## config.mk

```make
export PLATFORM = sky130hd
export DESIGN_NAME = aps_mm_det
export DESIGN_NICKNAME = d
export VERILOG_FILES = /design/src/rtl/aps_mm_pkg.sv /design/src/rtl/aps_mm_cmp.sv /design/src/rtl/aps_mm_persist.sv /design/src/rtl/aps_mm_status.sv /design/src/rtl/aps_mm_det.sv
export SDC_FILE = /design/constraint.sdc
export NUM_CORES = 1
export LEC_CHECK = 0
export ABC_AREA = 1
export ABC_CLOCK_PERIOD_IN_PS = 2000
export BUFFER_PORTS_ARGS = -buffer_cell sky130_fd_sc_hd__buf_2
export CAP_MARGIN = 15
export CORE_AREA = 5 5 42 44
export DETAILED_ROUTE_END_ITERATION = 16
export DIE_AREA = 0 0 47 49
export HOLD_SLACK_MARGIN = 0.03
export PLACE_DENSITY = 0.62
export SYNTH_ARGS = -nofsm -noshare
export SYNTH_HDL_FRONTEND = slang
export SYNTH_SLANG_ARGS = --single-unit
export TNS_END_PERCENT = 20
```

## constraint.sdc

```tcl
create_clock -name clk -period 2 [get_ports clk]
set_clock_uncertainty 0.05 [all_clocks]
set_input_delay 0.2 -clock clk [delete_from_list [all_inputs] [get_ports clk]]
set_output_delay 0.2 -clock clk [all_outputs]
set_load 0.05 [all_outputs]
```

## src/rtl/aps_mm_pkg.sv

```systemverilog
package aps_mm_pkg;

    typedef enum logic {
        ARCH_ONE_PLUS_ONE = 1'b0,
        ARCH_ONE_FOR_N    = 1'b1
    } arch_e;

    typedef enum logic {
        DIR_BIDIR  = 1'b0,
        DIR_UNIDIR = 1'b1
    } dir_e;

    typedef struct packed {
        logic sts;
    } sts_state_t;

    // Code the far end sends for a given direction setting.
    function automatic logic [2:0] dir_code(input dir_e d,
                                            input logic [2:0] bidir_code,
                                            input logic [2:0] unidir_code);
        return (d == DIR_BIDIR) ? bidir_code : unidir_code;
    endfunction

endpackage

```

## src/rtl/aps_mm_cmp.sv

```systemverilog
module aps_mm_cmp
    import aps_mm_pkg::*;
#(
    parameter logic [2:0] BIDIR_CODE  = 3'b101,
    parameter logic [2:0] UNIDIR_CODE = 3'b100
) (
    input  logic [3:0] nib_i,
    input  logic       arch_i,
    input  logic       dir_i,
    output logic       arch_mm_o,
    output logic       dir_mm_o,
    output logic       mm_o
);

    logic [2:0] opposite_code;

    always_comb begin
        // The code that would indicate the other direction than provisioned.
        opposite_code = dir_code(dir_e'(~dir_i), BIDIR_CODE, UNIDIR_CODE);
        arch_mm_o     = (nib_i[3] != arch_i);
        dir_mm_o      = (nib_i[2:0] == opposite_code);
        mm_o          = arch_mm_o | dir_mm_o;
    end

    always_comb begin
        if (dir_mm_o) begin
            AST_DIR_MM_CODE: assert (nib_i[2:0] == BIDIR_CODE || nib_i[2:0] == UNIDIR_CODE);
        end
    end

endmodule

```

## src/rtl/aps_mm_persist.sv

```systemverilog
module aps_mm_persist #(
    parameter int SHORT_FRM = 3,
    parameter int LONG_FRM  = 5
) (
    input  logic clk,
    input  logic rst_n,
    input  logic stb_i,
    input  logic mm_i,
    input  logic short_i,
    output logic defect_o,
    output logic chg_o
);

    localparam int CW = $clog2(LONG_FRM + 1);
    localparam logic [CW-1:0] SHORT_THR = CW'(SHORT_FRM);
    localparam logic [CW-1:0] LONG_THR  = CW'(LONG_FRM);

    typedef struct packed {
        logic          defect;
        logic [CW-1:0] cnt;
    } pst_t;

    pst_t          st_d, st_q;
    logic [CW-1:0] thr;
    logic [CW-1:0] cnt_inc;

    always_comb begin
        st_d    = st_q;
        chg_o   = 1'b0;
        thr     = short_i ? SHORT_THR : LONG_THR;
        cnt_inc = st_q.cnt + CW'(1);
        if (stb_i) begin
            if (mm_i != st_q.defect) begin
                if (cnt_inc >= thr) begin
                    st_d.defect = mm_i;
                    st_d.cnt    = '0;
                    chg_o       = 1'b1;
                end else begin
                    st_d.cnt = cnt_inc;
                end
            end else begin
                st_d.cnt = '0;
            end
        end
    end

    always_ff @(posedge clk) begin
        if (!rst_n) begin
            st_q <= '0;
        end else begin
            st_q <= st_d;
        end
    end

    assign defect_o = st_q.defect;

    AST_NO_STB_HOLD: assert property (@(posedge clk) disable iff (!rst_n)
        !stb_i |=> $stable(defect_o));
    AST_CNT_BOUND: assert property (@(posedge clk) disable iff (!rst_n)
        st_q.cnt < LONG_THR);
    AST_RISE_NEEDS_MM: assert property (@(posedge clk) disable iff (!rst_n)
        $rose(defect_o) |-> $past(stb_i && mm_i));
    AST_FALL_NEEDS_CLEAN: assert property (@(posedge clk) disable iff (!rst_n)
        $fell(defect_o) |-> $past(stb_i && !mm_i));

endmodule

```

## src/rtl/aps_mm_status.sv

```systemverilog
module aps_mm_status
    import aps_mm_pkg::*;
(
    input  logic clk,
    input  logic rst_n,
    input  logic set_i,
    input  logic clr_on_rd_i,
    input  logic rd_i,
    input  logic wr_i,
    input  logic mask_i,
    output logic sts_o,
    output logic irq_o
);

    sts_state_t st_d, st_q;
    logic       clr_evt;

    always_comb begin
        st_d    = st_q;
        clr_evt = clr_on_rd_i ? rd_i : wr_i;
        if (set_i) begin
            st_d.sts = 1'b1;
        end else if (clr_evt) begin
            st_d.sts = 1'b0;
        end
    end

    always_ff @(posedge clk) begin
        if (!rst_n) begin
            st_q <= '0;
        end else begin
            st_q <= st_d;
        end
    end

    assign sts_o = st_q.sts;
    assign irq_o = st_q.sts & ~mask_i;

    AST_SET_WINS: assert property (@(posedge clk) disable iff (!rst_n)
        set_i |=> sts_o);
    AST_CLEAR_TAKES: assert property (@(posedge clk) disable iff (!rst_n)
        (clr_evt && !set_i) |=> !sts_o);
    AST_IRQ_MASKED: assert property (@(posedge clk) disable iff (!rst_n)
        mask_i |-> !irq_o);

endmodule

```

## src/rtl/aps_mm_det.sv

```systemverilog
module aps_mm_det #(
    parameter int         SHORT_FRM   = 3,
    parameter int         LONG_FRM    = 5,
    parameter logic [2:0] BIDIR_CODE  = 3'b101,
    parameter logic [2:0] UNIDIR_CODE = 3'b100
) (
    input  logic       clk,
    input  logic       rst_n,
    input  logic       frm_stb,
    input  logic [7:0] k2_byte,
    input  logic       cfg_arch,
    input  logic       cfg_dir,
    input  logic       cfg_short,
    input  logic       irq_mask,
    input  logic       clr_on_rd,
    input  logic       sts_rd,
    input  logic       sts_wr,
    output logic       mm_defect,
    output logic       mm_sts,
    output logic       mm_irq
);

    logic arch_mm, dir_mm, frame_mm, chg;

    aps_mm_cmp #(
        .BIDIR_CODE (BIDIR_CODE),
        .UNIDIR_CODE(UNIDIR_CODE)
    ) u_cmp (
        .nib_i    (k2_byte[3:0]),
        .arch_i   (cfg_arch),
        .dir_i    (cfg_dir),
        .arch_mm_o(arch_mm),
        .dir_mm_o (dir_mm),
        .mm_o     (frame_mm)
    );

    aps_mm_persist #(
        .SHORT_FRM(SHORT_FRM),
        .LONG_FRM (LONG_FRM)
    ) u_persist (
        .clk     (clk),
        .rst_n   (rst_n),
        .stb_i   (frm_stb),
        .mm_i    (frame_mm),
        .short_i (cfg_short),
        .defect_o(mm_defect),
        .chg_o   (chg)
    );

    aps_mm_status u_status (
        .clk        (clk),
        .rst_n      (rst_n),
        .set_i      (chg),
        .clr_on_rd_i(clr_on_rd),
        .rd_i       (sts_rd),
        .wr_i       (sts_wr),
        .mask_i     (irq_mask),
        .sts_o      (mm_sts),
        .irq_o      (mm_irq)
    );

    AST_CHANGE_FLAGS: assert property (@(posedge clk) disable iff (!rst_n)
        (mm_defect != $past(mm_defect)) |-> mm_sts);
    AST_ARCH_ONLY: assert property (@(posedge clk) disable iff (!rst_n)
        (frm_stb && arch_mm && !dir_mm) |-> frame_mm);

endmodule

```

==> flow_metrics.tcl <==
set metrics [dict create \
    outcome "complete, no violations" \
    fin_nets 95 \
    synth_mux_area_share_pct 0 \
    cts_setup_buffers 0 \
    ys_ff_latch 5 \
    relSlewSlack_pct 83.3 \
    max_stage_delay_ps 320 \
    yosysMostFrequentCell "inv_1" \
    drv_slew 0 \
    worst_path_max_delay_cell "dfxtp_1" \
    final_cell_area_um2 485 \
    netlist_top_cells_area "dfxtp_1, inv_1, nand3_1, ha_1, a21oi_1" \
    synth_cells 53 \
    vias 376 \
    htreeDepth 1 \
    setup_viol 0 \
    top_level_ports 21 \
    hold_viol 0 \
    fin_tns_setup_ps 0 \
    yosysTopAreaCellShare_pct 28.5 \
    worstSetupStartpoint "u_persist.st_q[0]$_SDFFE_PN0P_" \
    synthTopCellsByCount "inv_1, nand3_1, a21oi_1" \
    grt_pass1_vias 373 \
    fmax_mhz 567 \
    syn_area_per_cell_um2 6.63 \
    synth_edf_count 0 \
    placed_cell_area_um2 452 \
    path_cells "ha_1 -> xnor2_2 -> inv_1 -> ha_1 -> a21oi_2 -> nand2_1 -> nor2_1 -> nand3_1 -> a21oi_1" \
    synth_area_um2 352 \
    power.density_nw_per_um2 713 \
    insertedDiodeCount 0 \
    regToRegStartpoint "u_persist.st_q[0]$_SDFFE_PN0P_" \
    yosys_warnings 0 \
    max_cap_viol_count 0 \
    grt-ovfl-total 0 \
    drt-total-wl_um 775 \
    cts_sinks 5 \
    ant_nets 0 \
    grt_max_degree 9 \
    synth_fa_ha_area_share_pct 10.7 \
    drtIter0Drc 3 \
    vias_per_cell 4.22 \
    synth-main-ff-cell "dfxtp_1" \
    fin_crit_ps 1760 \
    hold_path_class "in -> reg" \
    ys_seq_area_share_pct 28.5 \
    max-vdd-ir-drop_mv 0.283 \
    area_growth_pct 38.1 \
    yosysTopAreaCell "dfxtp_1" \
    crit_path_end_kind "flop" \
    antenna_found_initial 0 \
    dr.pass1.iters 2 \
    synth_compound_area_share_pct 20.3 \
    grt_usage_pct 7.82 \
    synthArstFlopShare_pct 0 \
    drc_errors 0 \
    design.die.area_um2 2300 \
    critPathTopFamily "adder cells" \
    rsz0062_at_grt "false" \
    gp_congestion 0.666 \
    tritoncts "done" \
    core-area_um2 1400 \
    hold_start "rst_n" \
    clock_tree.root_cell "clkbuf_4" \
    crit_top_cell "ha_1" \
    port_buffers 16 \
    clock_path_buffers 2 \
    finalPower_mw 0.346 \
    synth_top_family_by_area "simple AND/OR/NAND/NOR gates" \
    worst_pin_slew_ps 253 \
    synthSimpleGateAreaFrac_pct 22.8 \
    cts_buffers 3 \
    synth_nets 74 \
    clock_latency_ps 240 \
    path_max_fanout 3 \
    min_period_over_period_pct 88.1 \
    die_x_um 47 \
    place.detailed.hpwl_um 669 \
    cp_num_buf_inv 1 \
    rows 14 \
    clk_pin_slew_ps 50 \
    grt_pass1_wl_mm 1.39 \
    placed_cells 85 \
    synth_cell_types 12 \
    worstSetupPathType "reg -> reg" \
    p_leak_nw 0.265 \
    arrival_ps 1880 \
    drive_gt1_share_pct 30.1 \
    die-height_um 49 \
    final_cells 89 \
    crit_required_ps 2120 \
    synthXorXnorAreaFrac_pct 4.98 \
    cp-start-kind "flop" \
    wl_per_cell_um 8.71 \
    start_util_pct 25.1 \
]
==> cell usage in the layout (no fill, tap or decap), types with 3 or more instances in the layout <==
master / Yosys / final
nand3_1: 8 / 8
buf_2: 0 / 16
dfxtp_1: 5 / 5
nor2_1: 4 / 4
o21ai_0: 5 / 5
a21oi_1: 6 / 6
ha_1: 3 / 3
inv_1: 12 / 12
nand2_1: 5 / 5
clkbuf_4: 0 / 3
==> worst reg2reg max path, cell delays in order, from the launching register on <==
cell     delay (ps)
dfxtp_1         320
ha_1            220
xnor2_2         160
inv_1            60
ha_1            290
a21oi_2         170
nand2_1         100
nor2_1          110
nand3_1          90
a21oi_1         120
==> flip-flops by register name, indices dropped and copies added (netlist names) <==
name and cells:
u_status.sts_o 1, u_persist.defect_o 1, u_persist.st_q 3
==> cell families (layout without fill, tap and decap cells) <==
group,after synthesis,count (layout)
compound gates,13,13
xor+xnor,2,2
fa+ha+maj,3,3
buf+inv,12,32
flops,5,5
simple gates,18,18
==> final timing paths <==
path,end,slack (ps),depth (start not counted)
setup / recovery,u_persist.st_q[1]$_SDFFE_PN0P_,240,9
hold / removal,u_status.sts_o$_SDFFE_PN0P_,160,3
setup reg to reg,u_persist.st_q[1]$_SDFFE_PN0P_,240,9
hold reg to reg,u_persist.defect_o$_SDFFE_PN0P_,440,2
==> per-layer routing <==
metal  vias up  global-route usage [%]  part of all wire [%]
li1        211                       -                     -
met1       159                    8.81                    43
met2         6                    13.3                    53
met3         0                    3.32                   3.2
met4         0                    1.38                     0
met5         -                       0                     0
==> per-stage QoR <==
step                      util (%)  worst slack [ps]  hold WS, ps
after floorplan                  -               369          243
final                         34.6               237          160
after global routing          34.6              41.2          165
after detailed placement      32.2               214          410
after CTS                     34.1               184          157
after global placement        32.2               232          406
==> power breakdown <==
part           internal (mW)  total, mW  switching (mW)
clock                 0.0754      0.116          0.0411
sequential             0.109      0.115         0.00617
combinational         0.0441      0.114          0.0701
total                  0.229      0.346           0.117
==> cell type report <==
class,count,area [um2]
well taps,16,20.0
multi-input cells,36,214
repair buffers,16,80.1
flip-flops and latches,5,100
clock buffers,4,26.3
inverters,12,45.0
fillers,161,916
==> what timing repair did <==
action,4_1_cts,5_1_grt
hold buffers,0,0
endpoints found under the setup margin,0,1
resized for setup,0,1
Note: power is estimated with default switching activity, not from simulation.
